===== src/rtl/rtc_rf_pkg.sv =====
package rtc_rf_pkg;
  typedef enum logic [1:0] {
    BANK_TIME  = 2'd0,
    BANK_ALARM = 2'd1,
    BANK_RAM_A = 2'd2,
    BANK_RAM_B = 2'd3
  } bank_e;
endpackage


===== src/rtl/rtc_nibble_store.sv =====
module rtc_nibble_store #(
  parameter int unsigned NIB_W  = 4,
  parameter int unsigned DEPTH  = 13,
  parameter int unsigned ADDR_W = 4,
  parameter logic [DEPTH-1:0] KEEP = '0
) (
  input  logic                     clk_i,
  input  logic                     rst_ni,
  input  logic                     we_i,
  input  logic [ADDR_W-1:0]        addr_i,
  input  logic [NIB_W-1:0]         wdata_i,
  input  logic                     clr_i,
  output logic [DEPTH*NIB_W-1:0]   mem_o
);
  for (genvar i = 0; i < DEPTH; i++) begin : g_ent
    logic [NIB_W-1:0] q;
    always_ff @(posedge clk_i or negedge rst_ni) begin
      if (!rst_ni)                       q <= '0;
      else if (clr_i && !KEEP[i])        q <= '0;
      else if (we_i && addr_i == ADDR_W'(i)) q <= wdata_i;
    end
    assign mem_o[i*NIB_W +: NIB_W] = q;
  end
endmodule


===== src/rtl/rtc_bank_decode.sv =====
module rtc_bank_decode
  import rtc_rf_pkg::*;
#(
  parameter int unsigned DEPTH  = 13,
  parameter int unsigned ADDR_W = 4
) (
  input  bank_e             bank_i,
  input  logic [ADDR_W-1:0] addr_i,
  input  logic              we_i,
  output logic              ctrl_sel_o,
  output logic              tc_we_o,
  output logic              alarm_we_o,
  output logic [1:0]        ram_we_o
);
  logic win;
  assign win        = addr_i < ADDR_W'(DEPTH);
  assign ctrl_sel_o = !win;

  always_comb begin
    tc_we_o    = 1'b0;
    alarm_we_o = 1'b0;
    ram_we_o   = '0;
    if (we_i && win) begin
      unique case (bank_i)
        BANK_TIME:  tc_we_o     = 1'b1;
        BANK_ALARM: alarm_we_o  = 1'b1;
        BANK_RAM_A: ram_we_o[0] = 1'b1;
        BANK_RAM_B: ram_we_o[1] = 1'b1;
      endcase
    end
  end
endmodule


===== src/rtl/rtc_ctrl_regs.sv =====
module rtc_ctrl_regs #(
  parameter int unsigned NIB_W  = 4,
  parameter int unsigned ADDR_W = 4,
  parameter int unsigned DEPTH  = 13
) (
  input  logic              clk_i,
  input  logic              rst_ni,
  input  logic              we_i,
  input  logic [ADDR_W-1:0] addr_i,
  input  logic [NIB_W-1:0]  wdata_i,
  output logic [NIB_W-1:0]  mode_o,
  output logic [NIB_W-1:0]  test_o,
  output logic [NIB_W-1:0]  rst_rd_o,
  output logic              clr_now_o,
  output logic              div_rst_o,
  output logic              alarm_clr_o,
  output logic              pulse_1hz_en_o,
  output logic              pulse_16hz_en_o
);
  localparam logic [ADDR_W-1:0] A_MODE = ADDR_W'(DEPTH);
  localparam logic [ADDR_W-1:0] A_TEST = ADDR_W'(DEPTH + 1);
  localparam logic [ADDR_W-1:0] A_RST  = ADDR_W'(DEPTH + 2);

  logic wr_mode, wr_test, wr_rst;
  logic [1:0] pulse_q;

  assign wr_mode   = we_i && addr_i == A_MODE;
  assign wr_test   = we_i && addr_i == A_TEST;
  assign wr_rst    = we_i && addr_i == A_RST;
  assign clr_now_o = wr_rst && wdata_i[0];

  always_ff @(posedge clk_i or negedge rst_ni) begin
    if (!rst_ni) begin
      mode_o      <= '0;
      test_o      <= '0;
      pulse_q     <= '0;
      div_rst_o   <= 1'b0;
      alarm_clr_o <= 1'b0;
    end else begin
      if (wr_mode) mode_o  <= wdata_i;
      if (wr_test) test_o  <= wdata_i;
      if (wr_rst)  pulse_q <= wdata_i[3:2];
      div_rst_o   <= wr_rst && wdata_i[1];
      alarm_clr_o <= clr_now_o;
    end
  end

  assign pulse_1hz_en_o  = pulse_q[1];
  assign pulse_16hz_en_o = pulse_q[0];
  assign rst_rd_o        = {pulse_q, {(NIB_W-2){1'b0}}};
endmodule


===== src/rtl/rtc_bank_regfile.sv =====
module rtc_bank_regfile
  import rtc_rf_pkg::*;
#(
  parameter int unsigned NIB_W     = 4,
  parameter int unsigned DEPTH     = 13,
  parameter int unsigned HOUR_ADDR = 10,
  parameter int unsigned LEAP_ADDR = 11,
  localparam int unsigned ADDR_W   = $clog2(DEPTH + 3)
) (
  input  logic                   clk_i,
  input  logic                   rst_ni,
  input  logic [ADDR_W-1:0]      addr_i,
  input  logic [NIB_W-1:0]       wdata_i,
  input  logic                   we_i,
  input  logic                   re_i,
  output logic [NIB_W-1:0]       rdata_o,
  output logic [ADDR_W-1:0]      tc_addr_o,
  output logic [NIB_W-1:0]       tc_wdata_o,
  output logic                   tc_we_o,
  input  logic [NIB_W-1:0]       tc_rdata_i,
  output logic                   timer_en_o,
  output logic                   alarm_en_o,
  output logic                   hour24_o,
  output logic [NIB_W-1:0]       leap_o,
  output logic [DEPTH*NIB_W-1:0] alarm_nib_o,
  output logic                   div_rst_o,
  output logic                   alarm_clr_o,
  output logic                   pulse_1hz_en_o,
  output logic                   pulse_16hz_en_o,
  output logic [NIB_W-1:0]       test_o
);
  localparam logic [DEPTH-1:0] KEEP_CFG =
    DEPTH'((1 << HOUR_ADDR) | (1 << LEAP_ADDR));
  localparam logic [ADDR_W-1:0] A_MODE = ADDR_W'(DEPTH);
  localparam logic [ADDR_W-1:0] A_TEST = ADDR_W'(DEPTH + 1);

  logic [NIB_W-1:0] mode_q, rst_rd, rd_nib;
  logic             ctrl_sel, alarm_we, clr_now;
  logic [1:0]       ram_we;
  bank_e            bank;
  logic [DEPTH*NIB_W-1:0] ram_img [2];

  assign bank = bank_e'(mode_q[1:0]);

  rtc_bank_decode #(.DEPTH(DEPTH), .ADDR_W(ADDR_W)) i_decode (
    .bank_i     (bank),
    .addr_i     (addr_i),
    .we_i       (we_i),
    .ctrl_sel_o (ctrl_sel),
    .tc_we_o    (tc_we_o),
    .alarm_we_o (alarm_we),
    .ram_we_o   (ram_we)
  );

  rtc_ctrl_regs #(.NIB_W(NIB_W), .ADDR_W(ADDR_W), .DEPTH(DEPTH)) i_ctrl (
    .clk_i           (clk_i),
    .rst_ni          (rst_ni),
    .we_i            (we_i),
    .addr_i          (addr_i),
    .wdata_i         (wdata_i),
    .mode_o          (mode_q),
    .test_o          (test_o),
    .rst_rd_o        (rst_rd),
    .clr_now_o       (clr_now),
    .div_rst_o       (div_rst_o),
    .alarm_clr_o     (alarm_clr_o),
    .pulse_1hz_en_o  (pulse_1hz_en_o),
    .pulse_16hz_en_o (pulse_16hz_en_o)
  );

  rtc_nibble_store #(.NIB_W(NIB_W), .DEPTH(DEPTH), .ADDR_W(ADDR_W), .KEEP(KEEP_CFG))
  i_alarm (
    .clk_i   (clk_i),
    .rst_ni  (rst_ni),
    .we_i    (alarm_we),
    .addr_i  (addr_i),
    .wdata_i (wdata_i),
    .clr_i   (clr_now),
    .mem_o   (alarm_nib_o)
  );

  for (genvar b = 0; b < 2; b++) begin : g_ram
    rtc_nibble_store #(.NIB_W(NIB_W), .DEPTH(DEPTH), .ADDR_W(ADDR_W), .KEEP('0))
    i_ram (
      .clk_i   (clk_i),
      .rst_ni  (rst_ni),
      .we_i    (ram_we[b]),
      .addr_i  (addr_i),
      .wdata_i (wdata_i),
      .clr_i   (1'b0),
      .mem_o   (ram_img[b])
    );
  end

  assign tc_addr_o  = addr_i;
  assign tc_wdata_o = wdata_i;
  assign timer_en_o = mode_q[3];
  assign alarm_en_o = mode_q[2];
  assign hour24_o   = alarm_nib_o[HOUR_ADDR*NIB_W];
  assign leap_o     = alarm_nib_o[LEAP_ADDR*NIB_W +: NIB_W];

  always_comb begin
    rd_nib = '0;
    if (ctrl_sel) begin
      if (addr_i == A_MODE)      rd_nib = mode_q;
      else if (addr_i == A_TEST) rd_nib = test_o;
      else                       rd_nib = rst_rd;
    end else begin
      unique case (bank)
        BANK_TIME:  rd_nib = tc_rdata_i;
        BANK_ALARM: rd_nib = alarm_nib_o[int'(addr_i)*NIB_W +: NIB_W];
        BANK_RAM_A: rd_nib = ram_img[0][int'(addr_i)*NIB_W +: NIB_W];
        BANK_RAM_B: rd_nib = ram_img[1][int'(addr_i)*NIB_W +: NIB_W];
      endcase
    end
  end

  always_ff @(posedge clk_i or negedge rst_ni) begin
    if (!rst_ni)   rdata_o <= '0;
    else if (re_i) rdata_o <= rd_nib;
  end
endmodule


===== config.mk =====
export PLATFORM = sky130hd
export DESIGN_NAME = rtc_bank_regfile
export DESIGN_NICKNAME = d
export VERILOG_FILES = /design/src/rtl/rtc_rf_pkg.sv /design/src/rtl/rtc_nibble_store.sv /design/src/rtl/rtc_bank_decode.sv /design/src/rtl/rtc_ctrl_regs.sv /design/src/rtl/rtc_bank_regfile.sv
export SDC_FILE = /design/constraint.sdc
export NUM_CORES = 1
export LEC_CHECK = 0
export BUFFER_PORTS_ARGS = -buffer_cell sky130_fd_sc_hd__buf_2
export CAP_MARGIN = 25
export CORE_MARGIN = 2
export CORE_UTILIZATION = 41
export DETAILED_ROUTE_END_ITERATION = 8
export SLEW_MARGIN = 30
export SYNTH_ARGS = -nofsm -noshare
export SYNTH_HDL_FRONTEND = slang
export SYNTH_HIERARCHICAL = 1
export SYNTH_SLANG_ARGS = --single-unit

===== constraint.sdc =====
create_clock -name clk_i -period 4.17 [get_ports clk_i]
set_input_delay 0.417 -clock clk_i [delete_from_list [all_inputs] [get_ports clk_i]]
set_output_delay 0.417 -clock clk_i [all_outputs]
set_load 0.01 [all_outputs]

[After elaboration in Yosys (flattened, before gate mapping)]
Cells that the tools add are included.
Operators by class
  order comparisons: 1
  equal/unequal tests: 18
  shifts and indexed selects: 3
  multiplexer cells: 33
  reductions and logical operators: 58
Operators by type and width (number)
  52-bit by 7-bit indexed part select with 4-bit output: 3
  4-bit two-way mux: 25
  1-bit logical AND: 45
  4-bit equality test, second input constant: 8
  2-bit nonzero test: 11
  4-bit by 3-bit equality test with 1-bit output, second input constant: 4
  4-bit case mux with 4 select lines: 1
  4-bit by 2-bit equality test with 1-bit output, second input constant: 2
  1-bit two-way mux: 6
  2-bit equality test, second input constant: 2
  4-bit by 1-bit equality test with 1-bit output, second input constant: 1
  4-bit zero test: 1
  4-bit less-than comparator, second input constant: 1
  2-bit by 1-bit equality test with 1-bit output, second input constant: 1
  2-bit zero test: 1
  2-bit two-way mux: 1
Word-level totals
  register bits: 172
  input bits: 16
  output and inout bits: 80
  logic and storage cells: 158

[Longest topological paths before layout]
  depth after elaboration: 6
  mapped depth: 8
  mapped depth without buffers: 5

[Modules after synthesis]
The synthesis kept the hierarchy.
By module, submodules not included
  rtc_nibble_store at g_ram[0].i_ram ...: instances 2, cells an instance 190, area an instance 2393.5 um^2, sequential area each 1301.2 um^2
  rtc_nibble_store at i_alarm: instances 1, cells an instance 182, area an instance 2309.7 um^2, sequential area each 1301.2 um^2
  rtc_bank_regfile: instances 1, cells an instance 265, area an instance 2195.9 um^2, sequential area each 100.1 um^2
  rtc_ctrl_regs: instances 1, cells an instance 34, area an instance 538.0 um^2, sequential area each 300.3 um^2
  rtc_bank_decode: instances 1, cells an instance 6, area an instance 65.1 um^2, sequential area each 0.0 um^2

[Least setup slack after synthesis]
No wires, ideal clock.
  path type: input-to-reg
  start: input addr_i[1]
  end: register g_ram[0].i_ram.g_ent[0].q[1]
  library setup time: 79 ps
  arrival time: 1805 ps
  data required time: 4091 ps
  slack: 2286 ps
  stages: 6
  path buffers: 1
  cells stage by stage: o211a_4 > nor4bb_2 > nor3b_4 > and2_1 > clkbuf_2 > mux2i_1
On the way
  longest elaborated chain between the ends: 4
  elaborated cells on any way between the ends: 5
  those cells by class: 1 x order compare; 1 x mux; 3 x reduce/logical
RTL lines
  start: declaration: line rtc_bank_regfile.sv:12  | input logic [ADDR_W-1:0] addr_i,
  4-bit less-than comparator: line rtc_bank_decode.sv:16  | assign win = addr_i < ADDR_W'(DEPTH);
  1-bit logical AND: line rtc_bank_decode.sv:23  | if (we_i && win) begin
  2-bit two-way mux: line rtc_bank_decode.sv:23
  named net ram_we[0]: line rtc_bank_regfile.sv:39  | logic [1:0] ram_we;
  1-bit logical AND: line rtc_nibble_store.sv:20  | else if (we_i && addr_i == ADDR_W'(i)) q <= wdata_i;
  end signal: assignment: line rtc_nibble_store.sv:20
  end: declaration: line rtc_nibble_store.sv:16  | logic [NIB_W-1:0] q;
The timed path passes the listed nets, and every way through them passes these cells.
A chain may end at the register's enable or synchronous reset.

[Worst setup path in the final report]
  start: register i_ctrl.mode_o[1]
  end: register rdata_o[3]
On the way
  longest elaborated chain between the ends: 3
  elaborated cells on any way between the ends: 6
  those cells by class: 3 x eq/ne; 2 x mux; 1 x reduce/logical
RTL lines
  start: declaration: line rtc_ctrl_regs.sv:11  | output logic [NIB_W-1:0] mode_o,
  start signal: assignment: line rtc_ctrl_regs.sv:40  | if (wr_mode) mode_o <= wdata_i;
  2-bit equality test (tied with other cells): line rtc_bank_regfile.sv:109  | unique case (bank)
  4-bit case mux with 4 select lines (*): line rtc_bank_regfile.sv:109
  4-bit two-way mux (*): line rtc_bank_regfile.sv:104  | if (ctrl_sel) begin
  end signal: assignment: line rtc_bank_regfile.sv:120  | else if (re_i) rdata_o <= rd_nib;
  end: declaration: line rtc_bank_regfile.sv:16  | output logic [NIB_W-1:0] rdata_o,
Mark *: on every way between the ends. The rest lies on a longest branch, timed or not.

==> metrics.yaml <==
die_w_um: 159.4
hold_viol_final: 0
fin_crit_ns: 2.532
die-area_um2: 25390
post-route-util_pct: 46.29
hold_class: "in -> async"
cp_data_arrival_time_ns: 2.86
tritoncts: "yes"
synth.distinct_cells: 77
syn2layout_area_growth_pct: 10.46
clk_latency_ns: 0.43
fmax_ghz: 0.3949
p_total_mw: 4.333
drv_slew: 0
grt_max_degree: 88
dr.pass1.iters: 7
finalSetupViolations: 0
fill_cells: 2250
synth_seq_area_share_pct: 43.49
viasPerCell: 5.590
fp-row-count: 56
path_clk_slew_ns: 0.07
grt.total_usage_pct: 22.45
io_pins: 96
irDropWorstVdd_mv: 0.2673
endpoint_kind: "flop"
rsz0062_at_grt: "false"
final_layout_size_suffix_gt1_share_pct: 22.17
grt_use_met3_pct: 3.517
numCtsBuffers: 17
grt-busiest-layer: "met2"
cp-start-kind: "flop"
die_y_um: 159.4
run_status: "finished, final reports clean"
crit_type: "reg -> reg"
slew_headroom_pct: 43.48
io_buffers: 95
htree_levels: 4
ant_nets: 0
netlist_area_um2: 9896
drt_wl_total_mm: 28.25
p_per_area_nw_per_um2: 396.4
antenna_found_initial: 0
grt-ovfl-total: 0
synth_seq_cells: 172
grt_use_met1_pct: 33.71
skew_ns: 0.01004
cts-resized-gates: 0
required_ns: 4.50
ys_warn_count: 6
avgSynthCellArea_um2: 11.41
cts_hold_buf: 0
worst_pin_slew_ns: 0.8478
fin_cells: 1248
grt_pass1_vias: 7020
multi_input_area_um2: 5040
cts.sink_count: 172
synth_edf_count: 0
dr_total_vias: 6976
root_buffer: "clkbuf_16"
setup-tns-final_ns: 0
r2r_slack_ns: 1.64
drv_cap: 0
core_um2: 23610
syn_inst: 867
grtUsageMet2_pct: 33.74
postCtsSetupRepairBufs: 0
path_max_fanout: 32
drt_iter0_drc: 636
numPlacedInstances: 1215
routedWlPerCell_um: 22.63
cts.path.max_buffers: 2
register_area_um2: 4305
drc: 0
pre_cts_slack_ns: 1.148
leakagePower_nw: 5.696
diodes: 0
grt_pass1_wl_mm: 43.83
initial_core_util_pct: 41.91
async_reset_ff_share_pct: 100.0
period_share_pct: 60.73
routabilityCongestion: 0.8223
fin_nets: 932
fin_ws_ns: 1.638
dp_hpwl_mm: 18.76
synth_ff_type: "dfrtp_1"
[worst paths after layout]
kind | to | from | depth (start not counted)
min in group clk_i | i_ctrl/div_rst_o | wdata_i[1] | 2
max in group asynchronous | g_ram[1].i_ram/g_ent[11].q[3] | rst_ni | 2
min | i_alarm/g_ent[4].q[3] | rst_ni | 1
max reg2reg | rdata_o[3] | i_ctrl/mode_o[1] | 6
min reg2reg | g_ram[1].i_ram/g_ent[11].q[2] | g_ram[1].i_ram/g_ent[11].q[2] | 2
max | rdata_o[3] | i_ctrl/mode_o[1] | 6
[metal layers]
metal  share of wire [%]  vias up
li1                    -     3136
met1                  48     3594
met2                  46      214
met3                 4.4       32
met4                 1.8        0
met5                   0        -
[critical path, cell delays in order, from the launching register on]
cell and delay (ns):
dfrtp_1 0.79, buf_4 0.43, or2_2 0.22, o22ai_1 0.09
nor4_1 0.56, nor4_1 0.09, a31o_1 0.22
[cells in the mapped netlist, types with 4 or more instances]
cell type	number	share of area, %
a21oi_1	6	0.30
and2_1	7	0.44
and2b_1	4	0.30
and3b_2	5	0.51
buf_2	17	0.86
buf_4	22	1.7
buf_6	18	2.0
clkbuf_1	16	0.61
dfrtp_1	172	43
inv_1	5	0.19
mux2_2	11	1.3
mux2_4	12	1.8
mux2i_1	195	20
mux4_1	4	1.1
mux4_2	7	1.6
nand2_1	33	1.3
nand2b_1	155	9.8
nand3_1	9	0.46
nand3_2	4	0.40
nor2_1	28	1.1
nor2b_1	5	0.32
o2111ai_1	5	0.44
o211ai_1	6	0.46
o21ai_0	13	0.66
o221ai_1	7	0.62
o22ai_1	6	0.38
o32ai_1	4	0.35
or2b_2	12	1.1
[power breakdown]
group / total (mW) / internal, mW / switching [mW] / leakage, nW
clock network: 1.65 / 0.917 / 0.738 / 0.289
registers: 1.91 / 1.77 / 0.138 / 2.36
logic: 0.771 / 0.319 / 0.452 / 3.05
[layout by cell type (no fill, tap or decap), drive strengths merged, types with 7 or more instances in the layout]
master | Yosys | layout
or2b | 14 | 14
mux4 | 11 | 11
nand2 | 34 | 34
buf | 58 | 103
clkbuf | 19 | 19
o21ai | 15 | 15
o221ai | 7 | 7
dfrtp | 172 | 172
and3b | 8 | 8
nand2b | 155 | 155
and2 | 8 | 8
mux2 | 23 | 23
inv | 5 | 11
o211ai | 7 | 7
mux2i | 195 | 195
nor2 | 29 | 29
nand3 | 13 | 13
[registers in the layout (all words and copies together), names as in the netlist]
signal,count
i_alarm/g_ent.q,52
i_ctrl/div_rst_o,1
i_ctrl/mode_o,4
rdata_o,4
i_ctrl/pulse_q,2
i_ctrl/test_o,4
i_ctrl/alarm_clr_o,1
g_ram.i_ram/g_ent.q,104
[final cells by class]
| cell class | count | share of cell area, % |
|---|---|---|
| multi-input cells | 617 | 46.11 |
| well taps | 319 | 3.652 |
| clock inverters | 13 | 1.419 |
| inverters | 5 | 0.1717 |
| flip-flops and latches | 172 | 39.39 |
| repair buffers | 103 | 5.208 |
| clock buffers | 19 | 4.052 |
[cells by family after synthesis]
group | after synthesis | share of synthesized area, %
other | 2 | 0.07589
buffers and inverters | 82 | 5.728
AND/OR/NAND/NOR | 303 | 19.18
multiplexers | 229 | 25.45
flip-flops | 172 | 43.49
AO/OA/AOI/OAI | 79 | 6.069
[stage by stage]
stage / area, um2 / hold slack (ns)
floorplan: 9911 / 0.1214
CTS: 10910 / 0.09016
detailed placement: 10310 / 0.5253
global route: 10930 / 0.09772
finish: 10930 / 0.05035
global placement: 10310 / 0.5245
Power figures use the tool's default switching activity.
